$ cat src/rtl/bus_uart_pkg.sv
package bus_uart_pkg;
    localparam int DATA_W = 8;
    localparam int DIV_W  = 2 * DATA_W;
    localparam int ADDR_W = 3;

    localparam logic [ADDR_W-1:0] ADR_DIV_LO = 3'd0;
    localparam logic [ADDR_W-1:0] ADR_DIV_HI = 3'd1;
    localparam logic [ADDR_W-1:0] ADR_TX     = 3'd4;
    localparam logic [ADDR_W-1:0] ADR_RX     = 3'd5;
    localparam logic [ADDR_W-1:0] ADR_STAT   = 3'd6;
    localparam logic [ADDR_W-1:0] ADR_IID    = 3'd7;

    localparam int ST_READY = 0;
    localparam int ST_OVR   = 1;
    localparam int ST_FRM   = 2;
    localparam int ST_BUSY  = 5;

    localparam logic [DATA_W-1:0] IID_NONE = 8'h01;
    localparam logic [DATA_W-1:0] IID_TX   = 8'h02;
    localparam logic [DATA_W-1:0] IID_RX   = 8'h04;

    typedef enum logic [1:0] {RX_IDLE, RX_START, RX_DATA, RX_STOP} rx_state_e;
endpackage

$ cat src/rtl/bus_uart_access.sv
module bus_uart_access (
    input  logic clk,
    input  logic rst_n,
    input  logic sel_n_i,
    input  logic wr_i,
    output logic wr_stb_o,
    output logic rd_stb_o
);
    logic act_q, act_d;
    logic first;

    always_comb begin
        act_d    = !sel_n_i;
        first    = !sel_n_i && !act_q;
        wr_stb_o = first && wr_i;
        rd_stb_o = first && !wr_i;
    end

    always_ff @(posedge clk or negedge rst_n) begin
        if (!rst_n) act_q <= 1'b0;
        else        act_q <= act_d;
    end

    // a held write produces one strobe only
    a_r2_single_write: assert property (@(posedge clk) disable iff (!rst_n)
        wr_stb_o |=> !wr_stb_o);
    // a held read produces one strobe only
    a_r3_single_read: assert property (@(posedge clk) disable iff (!rst_n)
        rd_stb_o |=> !rd_stb_o);
endmodule

$ cat src/rtl/bus_uart_tx.sv
module bus_uart_tx
    import bus_uart_pkg::*;
#(
    parameter int DW   = DATA_W,
    parameter int PW   = DIV_W
) (
    input  logic          clk,
    input  logic          rst_n,
    input  logic [PW-1:0] period_i,
    input  logic          load_i,
    input  logic [DW-1:0] data_i,
    output logic          busy_o,
    output logic          done_o,
    output logic          ser_o
);
    localparam int STOP_IDX = DW + 1;
    localparam int IW       = $clog2(STOP_IDX + 1);

    typedef struct packed {
        logic          active;
        logic [IW-1:0] idx;
        logic [PW-1:0] cnt;
        logic [DW-1:0] sh;
    } tx_s;

    tx_s tx_q, tx_d;

    always_comb begin
        tx_d   = tx_q;
        done_o = 1'b0;
        if (!tx_q.active) begin
            if (load_i) begin
                tx_d.active = 1'b1;
                tx_d.idx    = '0;
                tx_d.cnt    = period_i - 1'b1;
                tx_d.sh     = data_i;
            end
        end else if (tx_q.cnt != '0) begin
            tx_d.cnt = tx_q.cnt - 1'b1;
        end else if (tx_q.idx == IW'(STOP_IDX)) begin
            tx_d.active = 1'b0;
            done_o      = 1'b1;
        end else begin
            if (tx_q.idx != '0) tx_d.sh = tx_q.sh >> 1;
            tx_d.idx = tx_q.idx + 1'b1;
            tx_d.cnt = period_i - 1'b1;
        end
    end

    always_comb begin
        busy_o = tx_q.active;
        if (!tx_q.active)                     ser_o = 1'b1;
        else if (tx_q.idx == '0)              ser_o = 1'b0;
        else if (tx_q.idx == IW'(STOP_IDX))   ser_o = 1'b1;
        else                                  ser_o = tx_q.sh[0];
    end

    always_ff @(posedge clk or negedge rst_n) begin
        if (!rst_n) begin
            tx_q        <= '0;
        end else begin
            tx_q        <= tx_d;
        end
    end

    // an accepted load drives the start bit on the next clock
    a_r5_start_low: assert property (@(posedge clk) disable iff (!rst_n)
        (load_i && !busy_o) |=> !ser_o);
    // a frame in progress is not cut short by further loads
    a_r6_busy_holds: assert property (@(posedge clk) disable iff (!rst_n)
        (busy_o && !done_o) |=> busy_o);
    // completion is reported while the line carries the stop level
    a_r7_done_on_stop: assert property (@(posedge clk) disable iff (!rst_n)
        done_o |-> ser_o);
endmodule

$ cat src/rtl/bus_uart_rx.sv
module bus_uart_rx
    import bus_uart_pkg::*;
#(
    parameter int DW = DATA_W,
    parameter int PW = DIV_W
) (
    input  logic          clk,
    input  logic          rst_n,
    input  logic [PW-1:0] period_i,
    input  logic          ser_i,
    output logic          valid_o,
    output logic          frame_err_o,
    output logic [DW-1:0] data_o
);
    localparam int NW = $clog2(DW);

    typedef struct packed {
        logic          s1;
        logic          s2;
        logic          prev;
        rx_state_e     st;
        logic [PW-1:0] cnt;
        logic [NW-1:0] nbit;
        logic [DW-1:0] sh;
    } rx_s;

    rx_s rx_q, rx_d;

    always_comb begin
        rx_d        = rx_q;
        valid_o     = 1'b0;
        frame_err_o = 1'b0;
        rx_d.s1     = ser_i;
        rx_d.s2     = rx_q.s1;
        rx_d.prev   = rx_q.s2;
        unique case (rx_q.st)
            RX_IDLE: begin
                if (rx_q.prev && !rx_q.s2) begin
                    rx_d.st  = RX_START;
                    rx_d.cnt = (period_i >> 1) - 1'b1;
                end
            end
            RX_START: begin
                if (rx_q.cnt != '0) begin
                    rx_d.cnt = rx_q.cnt - 1'b1;
                end else if (!rx_q.s2) begin
                    rx_d.st   = RX_DATA;
                    rx_d.cnt  = period_i - 1'b1;
                    rx_d.nbit = '0;
                end else begin
                    rx_d.st = RX_IDLE;
                end
            end
            RX_DATA: begin
                if (rx_q.cnt != '0) begin
                    rx_d.cnt = rx_q.cnt - 1'b1;
                end else begin
                    rx_d.sh  = {rx_q.s2, rx_q.sh[DW-1:1]};
                    rx_d.cnt = period_i - 1'b1;
                    if (rx_q.nbit == NW'(DW - 1)) rx_d.st = RX_STOP;
                    else                          rx_d.nbit = rx_q.nbit + 1'b1;
                end
            end
            RX_STOP: begin
                if (rx_q.cnt != '0) begin
                    rx_d.cnt = rx_q.cnt - 1'b1;
                end else begin
                    valid_o     = 1'b1;
                    frame_err_o = !rx_q.s2;
                    rx_d.st     = RX_IDLE;
                end
            end
            default: rx_d.st = RX_IDLE;
        endcase
        data_o = rx_q.sh;
    end

    always_ff @(posedge clk or negedge rst_n) begin
        if (!rst_n) begin
            rx_q      <= '0;
            rx_q.s1   <= 1'b1;
            rx_q.s2   <= 1'b1;
            rx_q.prev <= 1'b1;
            rx_q.st   <= RX_IDLE;
        end else begin
            rx_q      <= rx_d;
        end
    end

    // a completed frame is delivered for a single clock
    a_r8_valid_pulse: assert property (@(posedge clk) disable iff (!rst_n)
        valid_o |=> !valid_o);
    // a start that fails the half-bit check delivers nothing next
    a_r9_false_start: assert property (@(posedge clk) disable iff (!rst_n)
        (rx_q.st == RX_START && rx_q.cnt == '0 && rx_q.s2) |=> !valid_o);
endmodule

$ cat src/rtl/bus_uart.sv
module bus_uart
    import bus_uart_pkg::*;
(
    input  logic              clk,
    input  logic              rst_n,
    input  logic              bus_sel_n,
    input  logic              bus_wr,
    input  logic [ADDR_W-1:0] bus_addr,
    input  logic [DATA_W-1:0] bus_wdata,
    output logic [DATA_W-1:0] bus_rdata,
    output logic              irq_o,
    input  logic              ser_in,
    output logic              ser_out
);
    localparam logic [DIV_W-1:0] MIN_PERIOD = DIV_W'(2);

    typedef struct packed {
        logic [DIV_W-1:0]  div;
        logic [DATA_W-1:0] rxd;
        logic              ready;
        logic              ovr;
        logic              frm;
        logic              txf;
        logic [DATA_W-1:0] rdata;
    } reg_s;

    reg_s r_q, r_d;

    logic              wr_stb, rd_stb, tx_load, tx_busy, tx_done;
    logic              rx_valid, rx_ferr;
    logic [DATA_W-1:0] rx_byte, stat, iid;
    logic [DIV_W-1:0]  period;

    bus_uart_access u_access (
        .clk(clk), .rst_n(rst_n), .sel_n_i(bus_sel_n), .wr_i(bus_wr),
        .wr_stb_o(wr_stb), .rd_stb_o(rd_stb)
    );

    bus_uart_tx #(.DW(DATA_W), .PW(DIV_W)) u_tx (
        .clk(clk), .rst_n(rst_n), .period_i(period), .load_i(tx_load),
        .data_i(bus_wdata), .busy_o(tx_busy), .done_o(tx_done), .ser_o(ser_out)
    );

    bus_uart_rx #(.DW(DATA_W), .PW(DIV_W)) u_rx (
        .clk(clk), .rst_n(rst_n), .period_i(period), .ser_i(ser_in),
        .valid_o(rx_valid), .frame_err_o(rx_ferr), .data_o(rx_byte)
    );

    always_comb begin
        period  = (r_q.div < MIN_PERIOD) ? MIN_PERIOD : r_q.div;
        tx_load = wr_stb && (bus_addr == ADR_TX);

        stat           = '0;
        stat[ST_READY] = r_q.ready;
        stat[ST_OVR]   = r_q.ovr;
        stat[ST_FRM]   = r_q.frm;
        stat[ST_BUSY]  = tx_busy;

        if (r_q.ready)    iid = IID_RX;
        else if (r_q.txf) iid = IID_TX;
        else              iid = IID_NONE;

        r_d = r_q;
        if (wr_stb) begin
            case (bus_addr)
                ADR_DIV_LO: r_d.div[DATA_W-1:0]     = bus_wdata;
                ADR_DIV_HI: r_d.div[DIV_W-1:DATA_W] = bus_wdata;
                default: ;
            endcase
        end
        if (rd_stb) begin
            case (bus_addr)
                ADR_DIV_LO: r_d.rdata = r_q.div[DATA_W-1:0];
                ADR_DIV_HI: r_d.rdata = r_q.div[DIV_W-1:DATA_W];
                ADR_RX: begin
                    r_d.rdata = r_q.rxd;
                    r_d.ready = 1'b0;
                end
                ADR_STAT: begin
                    r_d.rdata = stat;
                    r_d.ovr   = 1'b0;
                    r_d.frm   = 1'b0;
                end
                ADR_IID: begin
                    r_d.rdata = iid;
                    if (!r_q.ready) r_d.txf = 1'b0;
                end
                default: r_d.rdata = '0;
            endcase
        end
        if (tx_done) r_d.txf = 1'b1;
        if (rx_valid) begin
            r_d.rxd = rx_byte;
            if (r_q.ready && !(rd_stb && bus_addr == ADR_RX)) r_d.ovr = 1'b1;
            r_d.ready = 1'b1;
            if (rx_ferr) r_d.frm = 1'b1;
        end

        bus_rdata = r_q.rdata;
        irq_o     = r_q.ready || r_q.txf;
    end

    always_ff @(posedge clk or negedge rst_n) begin
        if (!rst_n) r_q <= '0;
        else        r_q <= r_d;
    end

    // a waiting received byte outranks transmit-complete
    a_r11_rx_priority: assert property (@(posedge clk) disable iff (!rst_n)
        (rd_stb && bus_addr == ADR_IID && r_q.ready) |=> (bus_rdata == IID_RX));
    // reporting transmit-complete clears it when nothing new arrives
    a_r7_tx_cleared: assert property (@(posedge clk) disable iff (!rst_n)
        (rd_stb && bus_addr == ADR_IID && !r_q.ready && !tx_done && !rx_valid) |=> !irq_o);
    // a delivered byte always raises the interrupt
    a_r8_rx_irq: assert property (@(posedge clk) disable iff (!rst_n)
        rx_valid |=> irq_o);
endmodule

$ cat config.mk
export PLATFORM = sky130hd
export DESIGN_NAME = bus_uart
export DESIGN_NICKNAME = d
export VERILOG_FILES = /design/src/rtl/bus_uart_pkg.sv /design/src/rtl/bus_uart_access.sv /design/src/rtl/bus_uart_tx.sv /design/src/rtl/bus_uart_rx.sv /design/src/rtl/bus_uart.sv
export SDC_FILE = /design/constraint.sdc
export NUM_CORES = 1
export LEC_CHECK = 0
export ABC_CLOCK_PERIOD_IN_PS = 9700
export BUFFER_PORTS_ARGS = -buffer_cell sky130_fd_sc_hd__buf_2
export CORE_MARGIN = 8
export CORE_UTILIZATION = 60
export DETAILED_ROUTE_END_ITERATION = 16
export HOLD_SLACK_MARGIN = 0.08
export PLACE_DENSITY = 0.78
export RECOVER_POWER = 25
export SLEW_MARGIN = 5
export SYNTH_ARGS = -nofsm -noshare
export SYNTH_HDL_FRONTEND = slang
export SYNTH_SLANG_ARGS = --single-unit
$ cat constraint.sdc
create_clock -name clk -period 9.7 [get_ports clk]
set_clock_uncertainty 0.05 [all_clocks]
set_input_delay 0.97 -clock clk [delete_from_list [all_inputs] [get_ports clk]]
set_output_delay 0.97 -clock clk [all_outputs]
set_load 0.05 [all_outputs]
==> key figures <==
Setup path
  – Critical Path RT: 9.93 ns
  – CP arrival: 4.35 ns
  – Crit path launch type: register
  – Critical path endpoint category: register
  – Crit Path Category: reg -> reg
  – CP Max Fanout: 12

Clock tree
  – Post-CTS Repair Setup Buffers: 0
  – Cts hold-fix bufs: 0
  – Post-CTS Resized: 0
  – Clk root buf: clkbuf_8
  – CTS tree: built
  – CTS H-tree depth: 3
  – Number of CTS-inserted buffers: 9
  – Clk pin slew, worst setup/hold paths: 0.10 ns
  – Clock buffer depth: 2
  – TritonCTS Sinks: 98
  – Clock latency on the worst-skew pair: 0.39 ns

Timing
  – Max transition margin: -75.73%
  – Setup ws final: 5.578 ns
  – Setup violations, final: 0
  – Post-layout min period: 4.122 ns
  – Final period util: 42.49%
  – TNS Setup: 0 ns
  – Worst Max-Slew Pin Slew: 2.636 ns
  – Final Max Tran Viols: 49
  – Hold slack: 0.3248 ns
  – Hold Vio Cnt, Final: 0
  – Peak Freq: 242.6 MHz
  – RSZ-0062 raised after global routing: no

Logic synthesis
  – Synth top area share: 39.08%
  – Async SR Flop Fraction: 100.0%
  – Yosys warnings: 0
  – Yosys cell types: 74
  – Area contributors post-synth: dfrtp_1, mux2_2, o21ai_0, nor2_1, nand2_1
  – Register bit total from synthesis: 98
  – Cells after Synth: 655
  – Seq/Total Area, Yosys: 40.37%
  – Post-synthesis cell area: 6083 µm²
  – Net Count, Synth: 685
  – Post-synth EDFFs: 0
  – Area leader, netlist: dfrtp_1
  – Post-synth top flop: dfrtp_1
  – Mean Syn Cell Area: 9.288 µm²

Run status
  – Failing checks: capacitance limit, slew limit
  – Status: finished with violations

Floorplanning
  – Total die area: 13620 µm²
  – Initial core utilization: 61.95%
  – Die Ht: 116.7 µm
  – Die Wd: 116.7 µm
  – IO Pins: 26
  – Core Footprint: 9819 µm²
  – FP Rows: 36

Power
  – Pwr/cell area: 253.7 nW/µm²
  – Leakage: 2.662 nW
  – Power Total: 1.610 mW
  – Max rail drop VDD: 146.9 µV

Place
  – Final Wtd Congestion: 0.9471
  – Detailed Place HPWL: 11380 µm
  – Worst slack, placed: 5.629 ns
  – I/O Buffers: 25
  – DP Cell Count: 767

Cells and area
  – Final Non-Filler Cells: 783
  – Area Overhead vs Synth: 4.299%
  – Nets: 675
  – ANT cells: 0
  – Layout cells sized above 1: 16.62%

Detailed routing
  – Detail-routed via count per cell: 6.631
  – Wire per inst: 20.37 µm
  – Drt first pass iters: 6
  – DRT Wirelength: 15950 µm
  – DR DRC count: 0
  – Routed Antenna Nets: 0
  – Initial DRC Count: 485
  – DR vias: 5192

Hold path
  – Hold/Removal Path Class: reg -> reg

Global routing
  – Largest net degree at the start of global routing: 52
  – Antenna violations before repair: 0
  – First-pass GRT wire length: 26400 µm
  – Total grt overflow: 0
  – Vias in the first global route: 5025
  – Total Routing Usage GR: 25.02%

Run
  – Max-Cap Viols: 1
-- flip-flops by register name (all words and copies together) (netlist names), named ones only --
signal / flops
bus_rdata: 8
u_access.act_q: 1
u_rx.rx_d: 2
u_tx.busy_o: 1
u_rx.data_o: 8
u_rx.rx_q: 21
r_q: 28
u_tx.tx_q: 28
-- cell type report --
cell class / instances / area (µm²)
multi-input combinational: 479 / 3283
timing repair buffer: 28 / 145.1
fill: 842 / 3475
inverter: 29 / 108.9
clock inverter: 6 / 47.55
sequential: 98 / 2456
clock buffer: 10 / 137.6
tap: 133 / 166.4
-- cells in the mapped netlist, types with 6 or more instances --
cell type,count
clkbuf_1,33
or4_1,8
a31oi_1,10
mux2i_1,7
nand2_1,52
or3_1,11
ha_1,14
mux2_2,46
xor2_1,12
a21oi_1,31
o211ai_1,6
nor4_1,9
nand3_1,12
o21ai_0,48
a22o_1,15
dfrtp_1,95
inv_1,29
a211oi_1,8
nor2_1,54
nor3_1,13
a222oi_1,8
nand4_1,7
buf_4,8
xnor2_1,15
-- routing by layer --
layer  global-route usage [%]  routed length [µm]  share of wire (%)
met3                    5.739                1276                8.0
met2                    38.57                7227                 45
met4                    8.276                 384                2.4
met1                    33.97                7062                 44
met5                        0                   0                  0
-- kinds of logic (layout without fill, tap and decap cells) --
family	Yosys count	after routing	share of synthesized area, %
flops	98	98	40.37
fa+ha+maj	14	14	2.880
simple gates	203	203	17.11
compound gates	182	182	20.42
buf+inv	78	73	5.656
xor+xnor	27	27	3.887
mux	53	53	9.667
-- worst paths after layout --
| check | from | end | slack, ns | cells after the start |
|---|---|---|---|---|
| min in group asynchronous | rst_n | u_tx.tx_q[21]$_DFFE_PN0P_ | 1.34 | 1 |
| min | u_rx.rx_d[30]$_DFF_PN1_ | u_rx.rx_d[29]$_DFF_PN1_ | 0.32 | 0 |
| max in group asynchronous | rst_n | r_q[14]$_DFFE_PN0P_ | 6.44 | 2 |
| max | r_q[23]$_DFFE_PN0P_ | u_rx.rx_q[21]$_DFFE_PN0P_ | 5.58 | 10 |
| min reg2reg | u_rx.rx_d[30]$_DFF_PN1_ | u_rx.rx_d[29]$_DFF_PN1_ | 0.32 | 0 |
| max reg2reg | r_q[23]$_DFFE_PN0P_ | u_rx.rx_q[21]$_DFFE_PN0P_ | 5.58 | 10 |
-- critical path: stages (launching register included) --
cell and delay, ns:
dfrtp_1 0.52, nor4_1 0.78, nand2_1 0.27, o21ai_0 0.52
ha_1 0.33, nor4b_1 0.56, nand3_1 0.18, xor2_1 0.34
nand2_1 0.09, a221oi_1 0.30, a21oi_1 0.07
-- layout by cell type (no fill, tap or decap), types with 7 or more instances in the layout --
| cell type | Yosys | routed |
|---|---|---|
| nor2_1 | 54 | 54 |
| nand4_1 | 7 | 7 |
| mux2i_1 | 7 | 7 |
| a222oi_1 | 8 | 8 |
| nand3_1 | 12 | 12 |
| dfrtp_1 | 95 | 95 |
| inv_1 | 29 | 29 |
| a211oi_1 | 8 | 8 |
| a21oi_1 | 31 | 31 |
| xnor2_1 | 15 | 15 |
| mux2_2 | 46 | 46 |
| buf_2 | 5 | 23 |
| nor3_1 | 13 | 13 |
| a22o_1 | 15 | 15 |
| nor4_1 | 9 | 9 |
| xor2_1 | 12 | 12 |
| or4_1 | 8 | 8 |
| o21ai_0 | 48 | 48 |
| ha_1 | 14 | 14 |
| clkbuf_8 | 0 | 10 |
| nand2_1 | 52 | 52 |
| a31oi_1 | 10 | 10 |
| or3_1 | 11 | 11 |
-- through the flow --
stage	util, %	area, µm²
after floorplan	-	6083
after global placement	62.78	6165
after detailed placement	62.78	6165
after CTS	64.67	6350
after global routing	64.62	6345
final	64.62	6345
-- where the power goes --
group,switching [mW],internal (mW),total [mW],leakage [nW]
Combinational,0.441,0.274,0.715,1.34
Sequential,0.132,0.502,0.634,1.23
Clock,0.158,0.103,0.261,0.0933
Total,0.731,0.879,1.61,2.66
Power figures use the tool's default switching activity.
